## config.mk

```make
export PLATFORM = sky130hd
export DESIGN_NAME = irq_coal_top
export DESIGN_NICKNAME = d
export VERILOG_FILES = /design/src/rtl/irq_coal_pkg.sv /design/src/rtl/irq_coal_prescale.sv /design/src/rtl/irq_coal_unit.sv /design/src/rtl/irq_evt_reg.sv /design/src/rtl/irq_coal_top.sv
export SDC_FILE = /design/constraint.sdc
export NUM_CORES = 1
export LEC_CHECK = 0
export BUFFER_PORTS_ARGS = -buffer_cell sky130_fd_sc_hd__buf_4
export CAP_MARGIN = 10
export CORE_ASPECT_RATIO = 1.1
export CORE_UTILIZATION = 63
export DETAILED_ROUTE_END_ITERATION = 8
export GPL_TIMING_DRIVEN = 0
export PLACE_DENSITY = 0.89
export SLEW_MARGIN = 20
export SYNTH_ARGS = -nofsm -noshare
export SYNTH_HDL_FRONTEND = slang
export SYNTH_SLANG_ARGS = --single-unit
export TNS_END_PERCENT = 20
```

## constraint.sdc

```tcl
create_clock -name clk_i -period 6.4 [get_ports clk_i]
set_input_delay 1.28 -clock clk_i [delete_from_list [all_inputs] [get_ports clk_i]]
set_output_delay 1.28 -clock clk_i [all_outputs]
set_load 0.01 [all_outputs]
```

## src/rtl/irq_coal_pkg.sv

```systemverilog
package irq_coal_pkg;
  parameter int unsigned CFG_W  = 32;
  parameter int unsigned EN_BIT = 31;
  parameter int unsigned CS_BIT = 30;
  parameter int unsigned FT_LSB = 20;
  parameter int unsigned FT_W   = CS_BIT - FT_LSB;
  parameter int unsigned TT_W   = FT_LSB;

  typedef struct packed {
    logic            en;
    logic            cs;
    logic [FT_W-1:0] ft;
    logic [TT_W-1:0] tt;
  } coal_cfg_t;

  function automatic coal_cfg_t decode_cfg(input logic [CFG_W-1:0] w);
    coal_cfg_t c;
    c.en = w[EN_BIT];
    c.cs = w[CS_BIT];
    c.ft = w[FT_LSB +: FT_W];
    c.tt = w[0 +: TT_W];
    return c;
  endfunction
endpackage

```

## src/rtl/irq_coal_prescale.sv

```systemverilog
module irq_coal_prescale #(
  parameter int unsigned DIV = 64
) (
  input  logic clk_i,
  input  logic rst_ni,
  input  logic clr_i,
  input  logic adv_i,
  output logic tick_o
);
  localparam int unsigned PW = (DIV > 1) ? $clog2(DIV) : 1;
  localparam logic [PW-1:0] LAST = PW'(DIV - 1);

  logic [PW-1:0] cnt_q;

  assign tick_o = adv_i && (cnt_q == LAST);

  always_ff @(posedge clk_i or negedge rst_ni) begin
    if (!rst_ni)     cnt_q <= '0;
    else if (clr_i)  cnt_q <= '0;
    else if (tick_o) cnt_q <= '0;
    else if (adv_i)  cnt_q <= cnt_q + 1'b1;
  end
endmodule

```

## src/rtl/irq_coal_unit.sv

```systemverilog
module irq_coal_unit
  import irq_coal_pkg::*;
#(
  parameter int unsigned DIV = 64
) (
  input  logic             clk_i,
  input  logic             rst_ni,
  input  logic             cfg_we_i,
  input  logic [CFG_W-1:0] cfg_wdata_i,
  input  logic             frame_i,
  input  logic             alt_tick_i,
  output logic             fire_o,
  output logic             pend_o,
  output logic             en_o
);
  coal_cfg_t       cfg_q;
  logic [FT_W-1:0] cnt_q;
  logic [TT_W-1:0] tcnt_q;
  logic [FT_W-1:0] thr;
  logic [FT_W:0]   cnt_sum;
  logic [TT_W:0]   tcnt_nxt;
  logic            adv, tick, frame_hit, time_hit;

  assign thr      = (cfg_q.ft == '0) ? FT_W'(1) : cfg_q.ft;
  assign pend_o   = (cnt_q != '0);
  assign en_o     = cfg_q.en;
  assign cnt_sum  = {1'b0, cnt_q} + {{FT_W{1'b0}}, frame_i};
  assign tcnt_nxt = {1'b0, tcnt_q} + 1'b1;
  assign adv      = cfg_q.en && pend_o && (cfg_q.cs ? alt_tick_i : 1'b1);

  irq_coal_prescale #(.DIV(DIV)) u_pre (
    .clk_i (clk_i),
    .rst_ni(rst_ni),
    .clr_i (!pend_o || fire_o || cfg_we_i),
    .adv_i (adv),
    .tick_o(tick)
  );

  assign frame_hit = frame_i && (cnt_sum >= {1'b0, thr});
  assign time_hit  = tick && (tcnt_nxt >= {1'b0, cfg_q.tt});
  // disabled: pass through; enabled: a setting write wins over a fire
  assign fire_o = cfg_q.en ? (!cfg_we_i && (frame_hit || time_hit)) : frame_i;

  always_ff @(posedge clk_i or negedge rst_ni) begin
    if (!rst_ni) begin
      cfg_q  <= '0;
      cnt_q  <= '0;
      tcnt_q <= '0;
    end else if (cfg_we_i) begin
      cfg_q  <= decode_cfg(cfg_wdata_i);
      cnt_q  <= '0;
      tcnt_q <= '0;
    end else if (!cfg_q.en || fire_o) begin
      cnt_q  <= '0;
      tcnt_q <= '0;
    end else begin
      cnt_q <= cnt_sum[FT_W-1:0];
      if (tick) tcnt_q <= tcnt_nxt[TT_W-1:0];
    end
  end
endmodule

```

## src/rtl/irq_evt_reg.sv

```systemverilog
module irq_evt_reg #(
  parameter int unsigned W = 32
) (
  input  logic         clk_i,
  input  logic         rst_ni,
  input  logic [W-1:0] set_i,
  input  logic         clr_we_i,
  input  logic [W-1:0] clr_i,
  input  logic         mask_we_i,
  input  logic [W-1:0] mask_i,
  output logic [W-1:0] evt_o,
  output logic         irq_o
);
  logic [W-1:0] evt_q, mask_q, clr_m;

  assign clr_m = clr_we_i ? clr_i : '0;
  assign evt_o = evt_q;
  assign irq_o = |(evt_q & mask_q);

  always_ff @(posedge clk_i or negedge rst_ni) begin
    if (!rst_ni) begin
      evt_q  <= '0;
      mask_q <= '0;
    end else begin
      evt_q <= (evt_q & ~clr_m) | set_i;  // set wins
      if (mask_we_i) mask_q <= mask_i;
    end
  end
endmodule

```

## src/rtl/irq_coal_top.sv

```systemverilog
module irq_coal_top
  import irq_coal_pkg::*;
#(
  parameter int unsigned DIV    = 64,
  parameter int unsigned RX_BIT = 25,
  parameter int unsigned TX_BIT = 27
) (
  input  logic             clk_i,
  input  logic             rst_ni,
  input  logic [1:0]       cfg_we_i,
  input  logic [CFG_W-1:0] cfg_wdata_i,
  input  logic             rx_frame_i,
  input  logic             tx_frame_i,
  input  logic             alt_tick_i,
  input  logic             evt_clr_we_i,
  input  logic [CFG_W-1:0] evt_clr_i,
  input  logic             mask_we_i,
  input  logic [CFG_W-1:0] mask_i,
  output logic [CFG_W-1:0] evt_o,
  output logic             irq_o
);
  localparam int unsigned NDIR = 2;

  logic [NDIR-1:0]  frame, fire, pend, en;
  logic [CFG_W-1:0] set_vec;

  assign frame = {tx_frame_i, rx_frame_i};

  for (genvar d = 0; d < NDIR; d++) begin : g_dir
    irq_coal_unit #(.DIV(DIV)) u_unit (
      .clk_i      (clk_i),
      .rst_ni     (rst_ni),
      .cfg_we_i   (cfg_we_i[d]),
      .cfg_wdata_i(cfg_wdata_i),
      .frame_i    (frame[d]),
      .alt_tick_i (alt_tick_i),
      .fire_o     (fire[d]),
      .pend_o     (pend[d]),
      .en_o       (en[d])
    );
  end

  always_comb begin
    set_vec         = '0;
    set_vec[RX_BIT] = fire[0];
    set_vec[TX_BIT] = fire[1];
  end

  irq_evt_reg #(.W(CFG_W)) u_evt (
    .clk_i    (clk_i),
    .rst_ni   (rst_ni),
    .set_i    (set_vec),
    .clr_we_i (evt_clr_we_i),
    .clr_i    (evt_clr_i),
    .mask_we_i(mask_we_i),
    .mask_i   (mask_i),
    .evt_o    (evt_o),
    .irq_o    (irq_o)
  );
endmodule

```

==> results.ini, run 1 <==
[job]
max_cap_violations=0

[setup_path]
cp_data_arrival_time_ns=4.39
r2r_start=g_dir[0].u_unit.tcnt_q[2]
crit_start=g_dir[0].u_unit.tcnt_q[2]
cp_slowest_stage_delay_ns=0.44
cp_slowest_cell=sky130_fd_sc_hd__o2111ai_1
worstPathMaxFanout=6
cp_bufs_invs=1
timing.reg2reg.worst_path_depth=13
timing.critical_path.to_type=flip-flop
critical-path-top-delay-family=compound AO/OA/AOI/OAI gates
worst-setup-path-type=flip-flop to flip-flop
cp_num_cells=13
required_time_reported_for_the_critical_path_endpoint_ns=6.73
kind_of_launch_point_of_the_worst_setup_path=flip-flop
worstPathCellList=clkbuf_1 -> nand4_1 -> nor3_1 -> nand3_1 -> nor2_1 -> xor2_1 -> ha_1 -> nand4_1 -> nor2_1 -> a311o_1 -> o31ai_1 -> o2111ai_1 -> a22o_1

[logic_synthesis]
most_used_dff_post_synth=sky130_fd_sc_hd__dfrtp_1
synth_cells=1026
ys_seq_elements=200
ys_top_cells_by_area=sky130_fd_sc_hd__dfrtp_1 48%, sky130_fd_sc_hd__ha_1 8.2%, sky130_fd_sc_hd__xnor2_1 4.6%
syn_nets=1199
postSynth.asyncResetShare=1.000
synth_sequential_area_ratio=0.4847
post_synth_instance_area_mm2=0.01032
number_of_enable_flip_flop_cells_after_synthesis=0
most_repeated_cell_in_the_gate_level_netlist_after_synthesis=sky130_fd_sc_hd__dfrtp_1
yosys_warnings=0
most_used_standard_cells_in_the_synthesized_netlist=200 x sky130_fd_sc_hd__dfrtp_1, 105 x sky130_fd_sc_hd__nand2_1, 69 x sky130_fd_sc_hd__inv_1, 68 x sky130_fd_sc_hd__ha_1, 67 x sky130_fd_sc_hd__o21ai_0
synth_area_per_cell_um2=10.06
netlist.top_cell.by_area=sky130_fd_sc_hd__dfrtp_1
yosysUniqueCellTypes=52
yosysTopAreaCellShare=0.4847

[floorplanning]
core_mm2=0.01586
vertical_die_dimension_um=136.3
die_w_um=124.1
start_util=0.6512
die_area_mm2=0.01691
core.rowCount=48
boundaryPins=138

[routing]
antenna_left=0
drt_first_pass_iters=5
drtIter0Drc=566
viasPerCell=6.059
drcViolationCount=0
wl_final_mm=25.74
drt_wl_cell_um=18.47
via_count=8446

[sta]
setup-violations-final=0
hold_viol_final=0
finalClockSkew_ns=0.01025
timing.setup.tns_ns=0
unrepaired_setup_endpoints_after_global_routing=false
finalCritPeriodShare=0.6343
report.final.slew_viol_count=0
period_needed_ns=4.060
slew_headroom=0.4994
max_freq_mhz=246.3
tightest_slew_ns=0.7452

[clocking]
ctsLongestPathBuffers=2
clkSinkCount=200
tritoncts.num_buffers=17
cts_hold_buffers=0
postCtsSetupRepairBufs=0
post_cts_resized=0
cts_tree=done
clk_pin_slew_worst_paths_ns=0.07
clock_tree.root_cell=sky130_fd_sc_hd__clkbuf_16
cts_htree_levels=4
clock_insertion_delay_worst_skew_ns=0.44

[global_routing]
pin_count_of_the_biggest_net_entering_global_routing=87
grt_usage=0.3167
antenna_found_initial=0
via_count_of_the_first_global_routing_pass=8409
overflow=0
grt_pass1_wl_mm=40.67

[run_status]
run_status=finished clean

[place]
gp_routability_congestion=0.9135
placed_cell_area_mm2=0.01164
io_buffers=134
detailedPlacementHpwl_mm=18.48

[min_path]
min_from=g_dir[1].u_unit.cfg_q[30]
worst_hold_path_cell_count=1
timing.hold.worst.class=flip-flop to flip-flop

[layout]
final_nets=1354
nFillCells=1024
final_cell_area_mm2=0.01223
inserted_diodes=0
area_delta_synth_final_pct=18.48
post_route_cells_drive_above_1_share=0.1792

[pwr]
p_per_area_mw_per_mm2=222.3
vdd.ir_drop.worst_v=0.0002100
total_leakage_power_nw=5.821

==> report_power, final <==
part | leakage (nW) | switching (mW) | internal (mW)
Sequential | 2.60 | 0.0298 | 1.32
Clock | 0.286 | 0.505 | 0.586
Combinational | 2.94 | 0.158 | 0.118
==> area by class of cell <==
cell class,count,area (um2),area share
inverters,69,259.0,0.02117
clock buffers,18,429.2,0.03508
repair buffers,136,1069,0.08735
flip-flops and latches,200,5005,0.4091
plain buffers,39,168.9,0.01381
multi-input cells,718,4892,0.3999
well taps,200,250.2,0.02046
clock inverters,14,160.2,0.01309
==> metrics by stage <==
stage          setup slack, ns  power, mW  instances    util  hold WS, ns
3_5_place_dp             2.336      1.643       1362  0.7344       0.4888
3_3_place_gp             2.354      1.625       1360  0.7304       0.4813
5_1_grt                  2.092      2.808       1394  0.7715       0.5135
2_1_floorplan            2.761      1.501       1026       -       0.4727
4_1_cts                  2.474      2.722       1394  0.7715       0.5046
6_report                 2.340      2.720       1394  0.7715       0.5045
==> placed cells by master (no fill, tap or decap), drive strengths merged, types with 14 or more instances in the layout <==
master  instances
inv            75
ha             68
mux2           38
xnor2          54
buf           142
a21oi          25
o21ai          68
and3           14
nor2           66
a21boi         31
nand3          43
clkbuf         51
nor3           41
nand4          18
xor2           41
nand2         105
dfrtp         200
==> cells by family after synthesis <==
group                      Yosys count  synth area share
DFF                                200            0.4847
adders and majority gates           68           0.08240
xor gates and xnor gates            95           0.08059
buffers and inverters              108           0.04144
AOI/OAI and AO/OA                  181            0.1140
and+or+nand+nor                    333            0.1524
muxes                               41           0.04435
==> state kept, by name, summed over array words and instances (netlist names) <==
signal                    cells
g_dir.u_unit.cfg_q           62
g_dir.u_unit.tcnt_q          40
u_evt.evt_o                  32
u_evt.mask_q                 32
g_dir.u_unit.cnt_q           20
g_dir.u_unit.u_pre.cnt_q     12
g_dir.u_unit.en_o             2
==> worst paths after layout <==
check	end	slack, ns
setup / recovery	u_evt.evt_o[25]	2.34
hold / removal	g_dir[1].u_unit.cfg_q[30]	0.50
setup reg to reg	u_evt.evt_o[25]	2.34
hold reg to reg	g_dir[1].u_unit.cfg_q[30]	0.50
max in group asynchronous	g_dir[1].u_unit.tcnt_q[6]	4.94
min in group asynchronous	u_evt.evt_o[16]	0.72
==> metal layers <==
layer	vias to the layer above	part of all wire	GRT usage
met5	-	0	0
met3	78	0.076	0.07257
met2	354	0.49	0.5408
met4	0	0.031	0.1303
li1	3854	-	-
met1	4160	0.40	0.3826
Power figures use the tool's default switching activity.
==> run 2, diff against run 1 <==
CORE_UTILIZATION = 53   (was 63)
PLACE_DENSITY = 0.8   (was 0.89)
clock period = 3.65 ns   (was 6.4 ns; I/O delays follow)
==> run 2 against run 1 <==
Compared with the run above: wire length shrank 4.7%; clock-buffer cell count stayed put; largest cell class unchanged; combinational power rose by 73%; register-to-register slack worse by 2.2 ns; non-clock buffer count did not move; first-iteration DRC count decreased by 12%; critical path type unchanged; die area grew 19%; total power increased by 73%.
==> results.ini, run 2 (synthesis gave the netlist of run 1 again) <==
[run_status]
run_status=finished clean

[layout]
top_register=g_dir.u_unit.cfg_q
final_common_cell=sky130_fd_sc_hd__dfrtp_1
reg.largest.list=g_dir.u_unit.cfg_q x62, g_dir.u_unit.tcnt_q x40
commonest_cells_after_routing_fill_and_taps_aside=199 x sky130_fd_sc_hd__dfrtp_1, 135 x sky130_fd_sc_hd__buf_4, 105 x sky130_fd_sc_hd__nand2_1, 69 x sky130_fd_sc_hd__inv_1
inserted_diodes=0  ; unchanged
final_nets=1354  ; unchanged
area_delta_synth_final_pct=19.87
largest_reg_flops=62  ; unchanged
post_route_cells_drive_above_1_share=0.1920  ; +0.01272

[pwr]
total_leakage_power_nw=5.833  ; +0.21%
p_per_area_mw_per_mm2=380.7  ; +71%
power_total_mw=4.712  ; +73%
vdd.ir_drop.worst_v=0.0003708  ; +77%

[routing]
via_count=8097  ; -4.1%
viasPerCell=5.623  ; -7.2%
wl_final_mm=24.55  ; -4.7%
antenna_left=0  ; unchanged
drtIter0Drc=497  ; -12%
drt_first_pass_iters=5  ; unchanged
drt_wl_cell_um=17.05  ; -7.7%
drcViolationCount=0  ; unchanged

[setup_path]
kind_of_launch_point_of_the_worst_setup_path=flip-flop
cp_slowest_cell=sky130_fd_sc_hd__dfrtp_2
worstPathMaxFanout=10  ; +4
cell_seen_most_often_among_critical_path_stages=sky130_fd_sc_hd__nor2_1
cp_data_arrival_time_ns=3.86  ; -0.53 ns
cp_slowest_stage_delay_ns=0.43  ; about the same
worstPathCellList=ha_2 -> nand4_1 -> buf_4 -> nor2_1 -> nand3_1 -> xnor2_1 -> ha_1 -> nand4_1 -> nor2_1 -> a311o_1 -> o31ai_4 -> o2111ai_2 -> buf_2 -> nor2_1
worst-setup-path-type=flip-flop to flip-flop
required_time_reported_for_the_critical_path_endpoint_ns=4.01  ; -2.72 ns
timing.critical_path.to_type=flip-flop
timing.reg2reg.worst_path_depth=14  ; +1

[place]
io_buffers=134  ; unchanged
place_ws_ns=-0.2433  ; -2.579 ns
detailedPlacementHpwl_mm=18.43  ; -0.27%
gp_routability_congestion=0.9028  ; -1.2%

[global_routing]
pin_count_of_the_biggest_net_entering_global_routing=91  ; +4.6%
overflow=0  ; unchanged
grt_pass1_wl_mm=39.97  ; -1.7%
grt_usage=0.2556  ; -0.06109
via_count_of_the_first_global_routing_pass=8097  ; -3.7%
antenna_found_initial=0  ; unchanged

[sta]
slew_headroom=0.5517  ; +0.05234
hold-worst-slack_ns=0.1585  ; -0.3460 ns
max_freq_mhz=285.8  ; +16%
finalClockSkew_ns=0.009880  ; -0.0003746 ns
period_needed_ns=3.499  ; -0.5605 ns
setup-violations-final=0  ; unchanged
finalWorstSetupSlack_ns=0.1508  ; -2.189 ns
hold_viol_final=0  ; unchanged
finalCritPeriodShare=0.9587  ; +0.3243
report.final.slew_viol_count=0  ; unchanged
tightest_slew_ns=0.6724  ; -0.07278 ns

[floorplanning]
core.rowCount=53  ; +10%
die_area_mm2=0.02004  ; +19%
vertical_die_dimension_um=148.4  ; +8.9%
die_w_um=135.1  ; +8.9%
boundaryPins=138  ; unchanged
start_util=0.5406  ; -0.1106
core_mm2=0.01910  ; +20%

[clocking]
clk_pin_slew_worst_paths_ns=0.07  ; about the same
ctsLongestPathBuffers=2  ; unchanged
clkSinkCount=200  ; unchanged
tritoncts.num_buffers=17  ; unchanged
clock_tree.root_cell=sky130_fd_sc_hd__clkbuf_16
clock_insertion_delay_worst_skew_ns=0.43  ; about the same
cts_tree=done
cts_htree_levels=4  ; unchanged

[job]
max_cap_violations=0  ; unchanged

[min_path]
timing.hold.worst.class=input port to asynchronous set/reset pin

==> run 2: what timing repair did <==
action / 4_1_cts / 5_1_grt
gates resized for setup: 7 / 18
buffers inserted: 0 / 1
hold buffers: 0 / 0
setup endpoints to repair: 35 / 66
pin swaps: 0 / 2
==> run 2: through the flow <==
step | instance area (um2) | cells | utilization | TNS (ns)
floorplan | 10320 | 1026 | - | 0
global placement | 11640 | 1407 | 0.6095 | -0.8537
detailed placement | 11700 | 1409 | 0.6127 | -4.749
CTS | 12300 | 1440 | 0.6441 | 0
global route | 12380 | 1440 | 0.6481 | -0.001138
finish | 12380 | 1440 | 0.6481 | 0
==> run 2: critical path, delay by kind of cell (launching register included) <==
kind	cells	cell delay [ns]
AO/OA/AOI/OAI	3	0.85
XOR/XNOR	1	0.28
adder cells (fa/ha/maj)	2	0.53
buffers and inverters	2	0.43
flip-flops	1	0.43
AND/OR/NAND/NOR	6	0.92
==> run 2: layer usage <==
metal	wire length [um]	global-route usage
met1	10590	0.3300
met2	11840	0.4269
met3	1414	0.04703
met5	0	0
met4	697	0.09607
==> run 2: power by group <==
| group | switching [mW] | internal, mW | total [mW] |
|---|---|---|---|
| combinational | 0.270 | 0.210 | 0.480 |
| clock | 0.886 | 0.979 | 1.86 |
| sequential | 0.0487 | 2.32 | 2.37 |
| total | 1.21 | 3.51 | 4.71 |
==> run 2: final timing paths <==
check	from	endpoint	slack (ns)
worst min register to register	u_evt.mask_q[26]	u_evt.mask_q[26]	0.51
worst max-delay path	g_dir[0].u_unit.tcnt_q[0]	g_dir[0].u_unit.tcnt_q[13]	0.15
worst max register to register	g_dir[0].u_unit.tcnt_q[0]	g_dir[0].u_unit.tcnt_q[13]	0.15
worst min-delay path	rst_ni	u_evt.evt_o[19]	0.16
min in group clk_i	evt_clr_i[24]	u_evt.evt_o[24]	0.47
max in group asynchronous	rst_ni	g_dir[0].u_unit.cfg_q[13]	2.77
==> run 2: layout make-up <==
cell class                 count  area (um2)
inverter                      69       259.0
timing repair buffer         137        1076
clock buffer                  18       439.2
multi-input combinational    718        4974
fill                        1473        6721
buffer                        38       173.9
sequential                   200        5006
tap                          247       309.0
clock inverter                13       140.1
==> run 3, diff against run 2 <==
CELL_PAD_IN_SITES_DETAIL_PLACEMENT = 0   (was unset)
CELL_PAD_IN_SITES_GLOBAL_PLACEMENT = 1   (was unset)
CORE_UTILIZATION = 41   (was 53)
GPL_TIMING_DRIVEN = unset   (was 0)
==> run 3 against run 2 <==
Compared with the run above: sequential power about the same; wire length decreased by 1.8%; critical path depth decreased by 1; flip-flop and latch count unchanged; combinational power decreased by 4.4%; cell count increased by 3.0%; sequential share of layout area about the same.
==> results.ini, run 3 (synthesis gave the netlist of run 1 again) <==
[setup_path]
cp_data_arrival_time_ns=3.79  ; -0.07 ns
kind_of_launch_point_of_the_worst_setup_path=flip-flop
worstPathCellList=ha_1 -> nand4_1 -> or3_4 -> nor2_1 -> xor2_1 -> ha_1 -> a21oi_1 -> nor2b_1 -> a311o_1 -> o31ai_4 -> o2111ai_2 -> buf_4 -> a21oi_1
worst-setup-path-type=flip-flop to flip-flop
cp_slowest_cell=sky130_fd_sc_hd__or3_4
cp_slowest_stage_delay_ns=0.49  ; +0.06 ns
timing.critical_path.to_type=flip-flop
regToRegSetupSlack_ns=0.22  ; +0.07 ns
worstPathMaxFanout=22  ; +12
required_time_reported_for_the_critical_path_endpoint_ns=4.00  ; about the same

[routing]
drtIter0Drc=383  ; -23%
drt_first_pass_iters=5  ; unchanged
drt_wl_cell_um=16.25  ; -4.7%
wl_final_mm=24.10  ; -1.8%
antenna_left=0  ; unchanged
viasPerCell=5.250  ; -6.6%
via_count=7786  ; -3.8%
drcViolationCount=0  ; unchanged

[layout]
largest_reg_flops=62  ; unchanged
commonest_cells_after_routing_fill_and_taps_aside=199 x sky130_fd_sc_hd__dfrtp_1, 151 x sky130_fd_sc_hd__buf_4, 105 x sky130_fd_sc_hd__nand2_1, 69 x sky130_fd_sc_hd__inv_1, 68 x sky130_fd_sc_hd__ha_1
area.sequential_mm2=0.005006  ; unchanged
final_nets=1333  ; -1.6%
top_register=g_dir.u_unit.cfg_q
inserted_diodes=0  ; unchanged
area_delta_synth_final_pct=19.97  ; about the same
final_core_util=0.5030  ; -0.1450
final_cell_area_mm2=0.01239  ; about the same
final_common_cell=sky130_fd_sc_hd__dfrtp_1
post_route_cells_drive_above_1_share=0.2038  ; +0.01180
reg.largest.list=g_dir.u_unit.cfg_q x62, g_dir.u_unit.tcnt_q x40
final-instance-count-excl-fill=1483  ; +3.0%
area_taken_by_multi_input_logic_gates_mm2=0.004938  ; -0.70%
nFillCells=2267  ; +54%

[sta]
period_needed_ns=3.432  ; -0.06737 ns
hold_viol_final=0  ; unchanged
finalWorstSetupSlack_ns=0.2182  ; +0.06737 ns
timing.setup.tns_ns=0  ; unchanged
finalClockSkew_ns=0.01577  ; +0.005888 ns
hold-worst-slack_ns=0.2839  ; +0.1254 ns
finalCritPeriodShare=0.9402  ; -0.01846
slew_headroom=0.5451  ; -0.006674
tightest_slew_ns=0.6805  ; +0.008104 ns
max_freq_mhz=291.4  ; +2.0%
report.final.slew_viol_count=0  ; unchanged
setup-violations-final=0  ; unchanged

[clocking]
clk_pin_slew_worst_paths_ns=0.07  ; about the same
clock_tree.root_cell=sky130_fd_sc_hd__clkbuf_16
post_cts_resized=0  ; -7
tritoncts.num_buffers=17  ; unchanged
ctsLongestPathBuffers=2  ; unchanged
cts_htree_levels=4  ; unchanged
clkSinkCount=200  ; unchanged
cts_tree=done
cts_hold_buffers=0  ; unchanged
postCtsSetupRepairBufs=0  ; unchanged
clock_insertion_delay_worst_skew_ns=0.44  ; about the same

[pwr]
switching_share=0.2558  ; about the same
p_per_area_mw_per_mm2=386.5  ; +1.5%
power.sequential.fraction=0.494  ; -0.008
total_leakage_power_nw=5.851  ; +0.32%
power_total_mw=4.788  ; +1.6%
switching_power_mw=1.225  ; +1.6%
share_comb_of_total_power=0.096  ; -0.006
design_internal_power_mw=3.563  ; +1.6%
vdd.ir_drop.worst_v=0.0002385  ; -36%
clock_power_share=0.410  ; +0.014

[place]
gp_routability_congestion=0.8294  ; -8.1%
io_buffers=137  ; +2.2%
detailedPlacementHpwl_mm=17.95  ; -2.6%
place_ws_ns=0.1270  ; +0.3703 ns
placed_cell_area_mm2=0.01174  ; +0.30%
placed_cells=1451  ; +3.0%

[floorplanning]
core.rowCount=60  ; +13%
die_area_mm2=0.02582  ; +29%
die_w_um=153.3  ; +13%
start_util=0.4193  ; -0.1213
core_mm2=0.02462  ; +29%
vertical_die_dimension_um=168.4  ; +14%
boundaryPins=138  ; unchanged

[min_path]
timing.hold.worst.class=input port to asynchronous set/reset pin

[global_routing]
grt_pass1_wl_mm=39.96  ; about the same
antenna_found_initial=0  ; unchanged
pin_count_of_the_biggest_net_entering_global_routing=72  ; -21%
overflow=0  ; unchanged
via_count_of_the_first_global_routing_pass=7751  ; -4.3%
grt_usage=0.1960  ; -0.05956

[job]
max_cap_violations=0  ; unchanged

[run_status]
run_status=finished clean

==> run 3: cell types whose count changed in the layout (fill, tap and decap cells not counted), moves of 2 or more <==
cell / previous run / this run
sky130_fd_sc_hd__clkbuf_1: 29 / 0
sky130_fd_sc_hd__buf_4: 135 / 151
sky130_fd_sc_hd__buf_1: 3 / 0
sky130_fd_sc_hd__buf_6: 3 / 0
sky130_fd_sc_hd__buf_12: 0 / 2
sky130_fd_sc_hd__buf_16: 2 / 0
sky130_fd_sc_hd__inv_6: 3 / 5
sky130_fd_sc_hd__nor2_2: 0 / 2
==> run 3: path summary, 6_finish.rpt <==
path                                        endpoint                       from  cells after the start
setup / recovery           g_dir[0].u_unit.tcnt_q[4]  g_dir[0].u_unit.tcnt_q[0]                     13
hold / removal                      u_evt.mask_q[16]                     rst_ni                      1
setup reg to reg           g_dir[0].u_unit.tcnt_q[4]  g_dir[0].u_unit.tcnt_q[0]                     13
hold reg to reg            g_dir[1].u_unit.cfg_q[30]  g_dir[1].u_unit.cfg_q[30]                      1
max in group asynchronous            u_evt.evt_o[10]                     rst_ni                      2
min in group clk_i                   u_evt.evt_o[11]              evt_clr_i[11]                      2
==> run 3: cell type report <==
cell class / instances / share of cell area
multi-input cells: 718 / 0.3987
repair buffers: 154 / 0.09586
inverters: 69 / 0.02091
well taps: 310 / 0.03131
clock buffers: 17 / 0.03434
clock inverters: 15 / 0.01475
flip-flops and latches: 200 / 0.4041
==> run 3: critical path, delay by kind of cell, from the launching register on <==
family	cells	cell delay, ns
DFF	1	0.42
adders and majority gates	2	0.51
buffers and inverters	1	0.27
and+or+nand+nor	4	0.93
AOI/OAI and AO/OA	5	1.08
xor gates and xnor gates	1	0.16
==> run 3: routing by layer <==
layer | up-vias | global-route usage | wire length [um]
li1 | 3805 | - | -
met1 | 3771 | 0.2671 | 11380
met2 | 192 | 0.3218 | 11390
met3 | 18 | 0.03398 | 1078
met4 | 0 | 0.05182 | 247
met5 | - | 0 | 0
==> run 3: power by group through the flow <==
| stage | combinational [mW] | clock [mW] | sequential (mW) |
|---|---|---|---|
| after global placement | 0.456 | 0 | 2.41 |
| final | 0.459 | 1.96 | 2.37 |
| after global routing | 0.524 | 2.10 | 2.38 |
| after floorplan | 0.236 | 0 | 2.40 |
| after CTS | 0.469 | 2.01 | 2.37 |
| after detailed placement | 0.465 | 0 | 2.41 |
